==> config.mk <==
export PLATFORM = sky130hd
export DESIGN_NAME = carriage_track_ctrl
export DESIGN_NICKNAME = d
export VERILOG_FILES = /design/src/rtl/carriage_track_ctrl.sv
export SDC_FILE = /design/constraint.sdc
export NUM_CORES = 1
export LEC_CHECK = 0
export BUFFER_PORTS_ARGS = -buffer_cell sky130_fd_sc_hd__buf_2
export CORE_AREA = 2 2 39 41
export DETAILED_ROUTE_END_ITERATION = 8
export DIE_AREA = 0 0 41 43
export PLACE_DENSITY = 0.73
export SETUP_SLACK_MARGIN = 0.3
export SLEW_MARGIN = 0
export SYNTH_ARGS = -nofsm -noshare
export SYNTH_HDL_FRONTEND = slang
export SYNTH_SLANG_ARGS = --single-unit
==> constraint.sdc <==
create_clock -name clk -period 0.9 [get_ports clk]
set_input_delay 0.045 -clock clk [delete_from_list [all_inputs] [get_ports clk]]
set_output_delay 0.045 -clock clk [all_outputs]
set_load 0.03 [all_outputs]
==> src/rtl/carriage_track_ctrl.sv <==
module carriage_track_ctrl #(
  parameter int NPLACE = 13,
  parameter logic [NPLACE-1:0] HOME = 13'h0C1
) (
  input  logic              clk,
  input  logic              rst,
  input  logic              btn1,
  input  logic              btn2,
  input  logic              pos_a,
  input  logic              pos_b,
  input  logic              pos_c,
  input  logic              pos_d,
  input  logic              pos_e,
  output logic              car1_left,
  output logic              car1_right,
  output logic              car2_left,
  output logic              car2_right,
  output logic [NPLACE-1:0] mark
);
  logic [NPLACE-1:0] p_q, take, give;
  logic f1, f2, f3, f4, f5, f6, f7, f8, f9, f10, f11, f12;

  // carriage 1 ring
  assign f1  = p_q[0] & btn1;
  assign f2  = p_q[1] & pos_d;
  assign f3  = p_q[2] & p_q[6];
  assign f4  = p_q[3] & pos_b;
  assign f5  = p_q[4] & pos_d;
  assign f6  = p_q[5] & pos_a;
  // carriage 2 ring; the token goes to carriage 1 first
  assign f7  = p_q[7] & btn2;
  assign f8  = p_q[8] & pos_e;
  assign f9  = p_q[6] & p_q[9] & ~pos_d & ~f3;
  assign f10 = p_q[10] & pos_b;
  assign f11 = p_q[11] & pos_e;
  assign f12 = p_q[12] & pos_c;

  always_comb begin
    take = '0;
    give = '0;
    take[0]  = f1;        give[1]  = f1;
    take[1]  = f2;        give[2]  = f2;
    take[2]  = f3;        give[3]  = f3;
    take[3]  = f4;        give[4]  = f4;
    take[4]  = f5;        give[5]  = f5;
    take[5]  = f6;        give[0]  = f6;
    take[7]  = f7;        give[8]  = f7;
    take[8]  = f8;        give[9]  = f8;
    take[9]  = f9;        give[10] = f9;
    take[10] = f10;       give[11] = f10;
    take[11] = f11;       give[12] = f11;
    take[12] = f12;       give[7]  = f12;
    take[6]  = f3 | f9;
    give[6]  = f5 | f11;
  end

  always_ff @(posedge clk) begin
    if (rst) p_q <= HOME;
    else     p_q <= (p_q & ~take) | give;
  end

  assign car1_right = p_q[1] | p_q[3];
  assign car1_left  = p_q[4] | p_q[5];
  assign car2_left  = p_q[8] | p_q[10];
  assign car2_right = p_q[11] | p_q[12];
  assign mark       = p_q;
endmodule

==> results.json, run 1 <==
{
  "total_power_mw": 1.25,
  "syn2layout_area_growth_pct": 117,
  "via_per_inst": 5.03,
  "grt_max_degree": 14,
  "global_route_wire_length_before_repair_mm": 2.45,
  "syn-mean-instance-area_um2": 8.83,
  "placement.io_buffers": 25,
  "maximum_capacitance_violations": 0,
  "cts_buffer_depth": 2,
  "setup_tns_ns": -0.793,
  "ant_nets": 0,
  "fin_crit_sh_pct": 117,
  "synth.yosys.seq_area_share_pct": 52.7,
  "setup_viol": 12,
  "grt_setup_unrepaired": "yes",
  "mappedNetlistArea_um2": 494,
  "fmax_ghz": 0.950,
  "gp_congestion": 0.714,
  "worst-setup-path-type": "flip-flop to output pin",
  "skew_ns": 0.00816,
  "worstPathMaxFanout": 2,
  "worst-endpoint-required_ns": 0.85,
  "final_core_util_pct": 77.4,
  "yosysWarnings": 0,
  "clk_transition_reported_paths_ns": 0.08,
  "finalHoldViolations": 1,
  "n_fill_cell": 95,
  "dpl_worst_slack_ns": 0.0981,
  "critical_path.endpoint_type": "output pin",
  "ir_worst_vdd_mv": 0.719,
  "synth_largest_type_area_fraction_pct": 52.7,
  "largest_reg_flops": 13,
  "cts_tree": "done",
  "cts.root.buffer_cell": "clkbuf_4",
  "initial_core_util_pct": 35.7,
  "first_global_vias": 554,
  "vias": 589,
  "drt_first_iter_violations": 15,
  "worst_setup_path_start_kind": "flip-flop",
  "area.sequential_um2": 302,
  "reg2reg_slack_ns": -0.03,
  "leakage_nw": 0.479,
  "fp-row-count": 14,
  "max_slew_margin_pct": 78.7,
  "outcome": "complete, but fails checks",
  "hold_slack_ns": -0.0278,
  "drtPass1Iterations": 4,
  "fp.dieW_um": 41,
  "totalWireLength_mm": 1.84,
  "core_um2": 1380,
  "cts-buffers-inserted": 3,
  "clkLatencyLatePin_ns": 0.28,
  "antenna_found_initial": 0,
  "synth.area.top_cells": "dfxtp_1 (53%), nand2b_1 (7.6%), a21oi_1 (7.1%), a22oi_1 (6.1%), or2_2 (5.1%)",
  "grt_remaining_overflow": 0,
  "worstPathArrival_ns": 1.01,
  "ctsHtreeMaxLevel": 1,
  "synth_fp_nets": 65,
  "multiInputGateArea_um2": 303,
  "drc_markers": 0,
  "hold_path_class": "input port to flip-flop",
  "die_height_um": 43,
  "layout-drive-gt1-share_pct": 80.2,
  "track_usage_pct": 20.3,
  "numClockSinks": 13,
  "timing_worst_slew_pin_value_ns": 0.319,
  "final_critical_path_setup_slack_ns": -0.152,
  "pwr_density_cell_nw_per_um2": 1170,
  "drt-wirelength-per-cell_um": 15.7,
  "timing.final.max_slew_violations": 0,
  "finalCriticalPeriod_ns": 1.05,
  "detailed_place_hpwl_um": 874,
  "syn-instance-count": 56,
  "antenna_cells": 0,
  "netlist-cell-type-count": 16,
  "final_cell_area_um2": 1070,
  "pin_count": 26,
  "yosysTopAreaCell": "dfxtp_1",
  "failing_checks": "negative hold slack, negative setup slack",
  "synth.ff_latch_count": 13,
  "fp.dieArea_um2": 1760,
  "placed_cell_area_um2": 703,
  "fin_nets": 111
}
==> logic make-up after synthesis <==
family,synth area share [%]
flip-flops,52.7
buffers and inverters,4.05
AO/OA/AOI/OAI,21.5
AND/OR/NAND/NOR,21.8
==> stage by stage <==
step,hold slack [ns],instances
floorplan,0.138,56
global placement,0.263,96
detailed placement,0.264,96
CTS,-0.0340,110
global route,-0.0276,117
finish,-0.0278,117
==> synth_stat cells, drive strengths merged <==
cell,instances
nand2,5
o211ai,1
a221o,1
dfxtp,13
buf,1
o21ai,3
a22oi,4
nor2,4
inv,4
nand3,1
nor2b,1
a21oi,8
nand2b,6
or2,4
==> final cells by class <==
cell class | instances | area share (%)
sequential | 13 | 28.2
clock buffer | 3 | 2.10
clock inverter | 1 | 0.467
inverter | 4 | 1.40
multi-input combinational | 38 | 28.3
tap | 16 | 1.87
timing repair buffer | 42 | 37.7
==> layer usage <==
layer / wire length [um] / share of wire (%) / track usage (%)
met1: 706 / 38 / 25.7
met2: 1030 / 56 / 32.2
met3: 88 / 4.8 / 3.66
met4: 11 / 0.60 / 8.00
met5: 0 / 0 / 0
==> cell usage in the layout (no fill, tap or decap), types with 4 or more instances in the layout <==
cell type  instances
nor2_1             4
buf_2              8
inv_1              4
buf_6             29
a21oi_2            6
buf_4              5
or2_4              4
a22oi_2            4
dfxtp_4           10
nand2b_1           4
==> worst paths after layout <==
kind	endpoint	start	depth (start not counted)
setup reg to reg	mark[4]	mark[4]	4
hold / removal	mark[0]	btn1	2
setup / recovery	car1_left	mark[4]	2
hold reg to reg	mark[0]	mark[0]	2
==> worst max-delay path, stage by stage, from the launching register on <==
cell	delay (ns)
dfxtp_4	0.36
or2_4	0.23
buf_6	0.14
==> power by group <==
group	internal [mW]	switching [mW]	leakage (nW)
clock network	0.165	0.195	0.0177
registers	0.577	0.0223	0.113
logic	0.144	0.150	0.348
total	0.887	0.368	0.479
==> timing repair <==
action	in CTS	in global routing
resized for setup	52	10
endpoints found under the setup margin	30	30
pin swaps	1	6
buffers inserted	10	7
hold endpoints to repair	2	1
(Power assumes the default switching activity.)
==> run 2, diff against run 1 <==
--- a/config.mk
+++ b/config.mk
@@ -9,7 +9,7 @@
 export CORE_AREA = 2 2 39 41
 export DETAILED_ROUTE_END_ITERATION = 8
 export DIE_AREA = 0 0 41 43
-export PLACE_DENSITY = 0.73
+export PLACE_DENSITY = 0.68
 export SETUP_SLACK_MARGIN = 0.3
 export SLEW_MARGIN = 0
 export SYNTH_ARGS = -nofsm -noshare
==> results.json, run 2 (synthesis gave the netlist of run 1 again) <==
{
  "maximum_capacitance_violations": 0,
  "initial_core_util_pct": 35.7,
  "finalHoldViolations": 2,
  "fin_crit_sh_pct": 118,
  "gp_congestion": 0.725,
  "worst_setup_path_start_kind": "flip-flop",
  "timing_worst_slew_pin_value_ns": 0.307,
  "skew_ns": 0.00407,
  "cts_buffer_depth": 2,
  "vias": 537,
  "fp.dieW_um": 41,
  "finalCriticalPeriod_ns": 1.06,
  "totalWireLength_mm": 1.50,
  "track_usage_pct": 17.6,
  "hold_path_class": "input port to flip-flop",
  "largest_reg_flops": 13,
  "die_height_um": 43,
  "holdPathStages": 2,
  "hold_slack_ns": -0.0429,
  "post_layout_nonfiller_instances": 113,
  "antenna_found_initial": 0,
  "syn2layout_area_growth_pct": 115,
  "layout-drive-gt1-share_pct": 84.5,
  "grt_setup_unrepaired": "yes",
  "drtPass1Iterations": 4,
  "fp-row-count": 14,
  "clk_transition_reported_paths_ns": 0.09,
  "outcome": "complete, but fails checks",
  "detailed_place_hpwl_um": 861,
  "mostFrequentLayoutCell": "buf_6",
  "leakage_nw": 0.486,
  "pin_count": 26,
  "placement.io_buffers": 25,
  "final_core_util_pct": 76.9,
  "drt-wirelength-per-cell_um": 13.2,
  "worstPathMaxFanout": 2,
  "multiInputGateArea_um2": 337,
  "setup_viol": 10,
  "area.sequential_um2": 302,
  "fp.dieArea_um2": 1760,
  "via_per_inst": 4.75,
  "total_power_mw": 1.25,
  "first_global_vias": 488,
  "ir_worst_vdd_mv": 0.936,
  "worstPathArrival_ns": 1.01,
  "worst-setup-path-type": "flip-flop to output pin",
  "ant_nets": 0,
  "critical_path.endpoint_type": "output pin",
  "core_um2": 1380,
  "pwr_density_cell_nw_per_um2": 1180,
  "ctsHtreeMaxLevel": 1,
  "drt_first_iter_violations": 7,
  "post-place-cells": 96,
  "final_cell_area_um2": 1060,
  "failing_checks": "negative hold slack, negative setup slack",
  "r2r_cell_count": 4,
  "n_fill_cell": 93,
  "clkLatencyLatePin_ns": 0.28,
  "cts-buffers-inserted": 3,
  "fin_nets": 107,
  "timing.final.max_slew_violations": 0,
  "numClockSinks": 13,
  "placed_cell_area_um2": 703,
  "fmax_ghz": 0.945,
  "layout.cells.most_common_list": "buf_6 (26), dfxtp_4 (10), buf_2 (8)",
  "max_slew_margin_pct": 79.5,
  "worst-endpoint-required_ns": 0.85,
  "grt_remaining_overflow": 0,
  "final_critical_path_setup_slack_ns": -0.158,
  "antenna_cells": 0,
  "reg2reg_slack_ns": 0.03,
  "grt_max_degree": 14,
  "drc_markers": 0,
  "cts_tree": "done",
  "dpl_worst_slack_ns": 0.105,
  "global_route_wire_length_before_repair_mm": 2.13,
  "cts.root.buffer_cell": "clkbuf_4"
}
## run 2: worst max-delay path, stage by stage (launching register included)
cell and delay, ns:
dfxtp_4 0.35, or2_4 0.24, buf_6 0.14
## run 2: metrics by stage
stage               setup TNS (ns)  hold WS [ns]
floorplan                        0         0.138
global placement                 0         0.259
detailed placement               0         0.255
CTS                         -0.732       -0.0410
global route                 -1.05       -0.0117
finish                      -0.755       -0.0429
## run 2: per-layer routing
layer  vias to the layer above  wire length (um)  global-route usage, %
met5                         -                 0                      0
met4                         0                12                   10.0
met3                         2                22                   1.57
met2                        13               826                   26.3
met1                       244               636                   23.6
li1                        278                 -                      -
## run 2: report_power, final
| part | total [mW] | switching (mW) | internal [mW] |
|---|---|---|---|
| clock network | 0.369 | 0.204 | 0.165 |
| logic | 0.285 | 0.145 | 0.141 |
| registers | 0.597 | 0.0199 | 0.577 |
| total | 1.25 | 0.368 | 0.883 |
## run 2: cell type report
class	instances	area share, %
repair buffers	38	34.1
multi-input cells	38	31.6
flip-flops and latches	13	28.4
clock buffers	3	2.12
well taps	16	1.88
inverters	4	1.41
clock inverters	1	0.471
## run 2: what timing repair did
action                     in CTS  in global routing
setup endpoints to repair      30                 30
gates resized for setup        50                 15
pin swaps                       4                  9
buffers inserted                9                  4
hold endpoints to repair        2                  1
## run 2: worst paths after layout
| path | start | end |
|---|---|---|
| max | mark[4] | car1_left |
| min | btn1 | mark[0] |
| max reg2reg | mark[3] | mark[4] |
| min reg2reg | mark[6] | mark[3] |
==> run 3, diff against run 2 <==
--- a/config.mk
+++ b/config.mk
@@ -11,7 +11,6 @@
 export DIE_AREA = 0 0 41 43
 export PLACE_DENSITY = 0.68
 export SETUP_SLACK_MARGIN = 0.3
-export SLEW_MARGIN = 0
 export SYNTH_ARGS = -nofsm -noshare
 export SYNTH_HDL_FRONTEND = slang
 export SYNTH_SLANG_ARGS = --single-unit
==> constraint.sdc (replaced) <==
create_clock -name clk -period 1 [get_ports clk]
set_input_delay 0.05 -clock clk [delete_from_list [all_inputs] [get_ports clk]]
set_output_delay 0.05 -clock clk [all_outputs]
set_load 0.03 [all_outputs]
==> results.json, run 3 (synthesis gave the netlist of run 1 again) <==
{
  "vias": 588,
  "pwr-share-comb_pct": 23.5,
  "mostFrequentLayoutCell": "buf_6",
  "setup_viol": 5,
  "cts-buffers-inserted": 3,
  "core_um2": 1380,
  "seq_power_share_pct": 47.4,
  "finalCriticalPeriod_ns": 1.04,
  "worstPathMaxFanout": 3,
  "internal_power_mw": 0.812,
  "clk_transition_reported_paths_ns": 0.09,
  "leakage_nw": 0.501,
  "holdPathStages": 3,
  "power.share.switching_pct": 29.1,
  "layout.cells.most_common_list": "buf_6 (28), buf_2 (8), dfxtp_4 (8), buf_4 (8), a21oi_2 (6)",
  "finalHoldViolations": 0,
  "cts_tree": "done",
  "layout-drive-gt1-share_pct": 81.7,
  "via_per_inst": 4.90,
  "r2r_cell_count": 5,
  "critical_path.endpoint_type": "output pin",
  "grt_remaining_overflow": 0,
  "timing.final.max_slew_violations": 0,
  "antenna_found_initial": 0,
  "drc_markers": 0,
  "final_critical_path_setup_slack_ns": -0.0443,
  "global_route_wire_length_before_repair_mm": 2.48,
  "clkLatencyLatePin_ns": 0.27,
  "cts.root.buffer_cell": "clkbuf_4",
  "final_cell_area_um2": 1100,
  "cts_buffer_depth": 2,
  "n_fill_cell": 72,
  "fp.dieW_um": 41,
  "grt_setup_unrepaired": "yes",
  "numClockSinks": 13,
  "timing_worst_slew_pin_value_ns": 0.318,
  "failing_checks": "negative setup slack",
  "worst-endpoint-required_ns": 0.95,
  "die_height_um": 43,
  "antenna_cells": 0,
  "ant_nets": 0,
  "ctsHtreeMaxLevel": 1,
  "drtPass1Iterations": 4,
  "grt_max_degree": 14,
  "hold_path_class": "input port to flip-flop",
  "placed_cell_area_um2": 701,
  "detailed_place_hpwl_um": 869,
  "track_usage_pct": 20.6,
  "dpl_worst_slack_ns": 0.192,
  "initial_core_util_pct": 35.7,
  "fp.dieArea_um2": 1760,
  "worstPathArrival_ns": 0.99,
  "fin_crit_sh_pct": 104,
  "fin_nets": 114,
  "fp-row-count": 14,
  "first_global_vias": 527,
  "drt_first_iter_violations": 19,
  "placement.io_buffers": 25,
  "skew_ns": 0.00135,
  "worst-setup-path-type": "flip-flop to output pin",
  "p_sw_mw": 0.334,
  "clkPwrFrac_pct": 29.1,
  "pwr_density_cell_nw_per_um2": 1040,
  "max_slew_margin_pct": 78.8,
  "outcome": "complete, but fails checks",
  "totalWireLength_mm": 1.70,
  "largest_reg_flops": 13,
  "syn2layout_area_growth_pct": 122,
  "maximum_capacitance_violations": 0,
  "ir_worst_vdd_mv": 0.674,
  "pin_count": 26,
  "drt-wirelength-per-cell_um": 14.2,
  "worst_setup_path_start_kind": "flip-flop",
  "gp_congestion": 0.700,
  "hold_slack_ns": 0.0184,
  "fmax_ghz": 0.958
}
## run 3: final timing paths
check        slack [ns]         end  startpoint
max               -0.04  car2_right    mark[11]
min                0.02     mark[0]       pos_a
max reg2reg        0.07    mark[12]    mark[11]
min reg2reg        0.53     mark[7]     mark[7]
## run 3: worst max-delay path: stages (launching register included)
cell and delay, ns:
dfxtp_2 0.34, or2_4 0.24, buf_6 0.14
## run 3: layout make-up
type,count,area [um2],area share (%)
clock buffer,4,26.3,2.39
inverter,4,15.0,1.37
multi-input combinational,38,315,28.7
sequential,13,297,27.0
tap,16,20.0,1.82
timing repair buffer,45,425,38.7
## run 3: power groups by stage
stage	combinational, mW	clock, mW	sequential [mW]
6_report	0.269	0.334	0.543
3_3_place_gp	0.160	0	0.554
3_5_place_dp	0.161	0	0.555
4_1_cts	0.245	0.332	0.542
2_1_floorplan	0.0703	0	0.590
5_1_grt	0.284	0.364	0.546
## run 3: per-stage QoR
step                      TNS, ns  utilization [%]  total power, mW  std cells
after floorplan                 0                -            0.661         56
after global placement          0             50.6            0.714         96
after detailed placement        0             50.6            0.716         96
final                      -0.182             79.4             1.15        120
after CTS                  -0.148             73.6             1.12        114
after global routing       -0.287             79.4             1.19        120
## run 3: timing repair
action | in CTS | in global routing
hold endpoints to repair | 1 | 0
endpoints found under the setup margin | 23 | 30
pin swaps | 10 | 6
hold buffers | 1 | 0
setup buffers | 13 | 6
resized for setup | 54 | 9
## run 3: metal layers
layer	wire length (um)	vias up	share of wire, %	global-route usage (%)
met2	899	10	53	31.6
li1	-	286	-	-
met4	29	0	1.7	8.00
met3	27	4	1.6	3.14
met1	746	288	44	27.9
met5	0	-	0	0
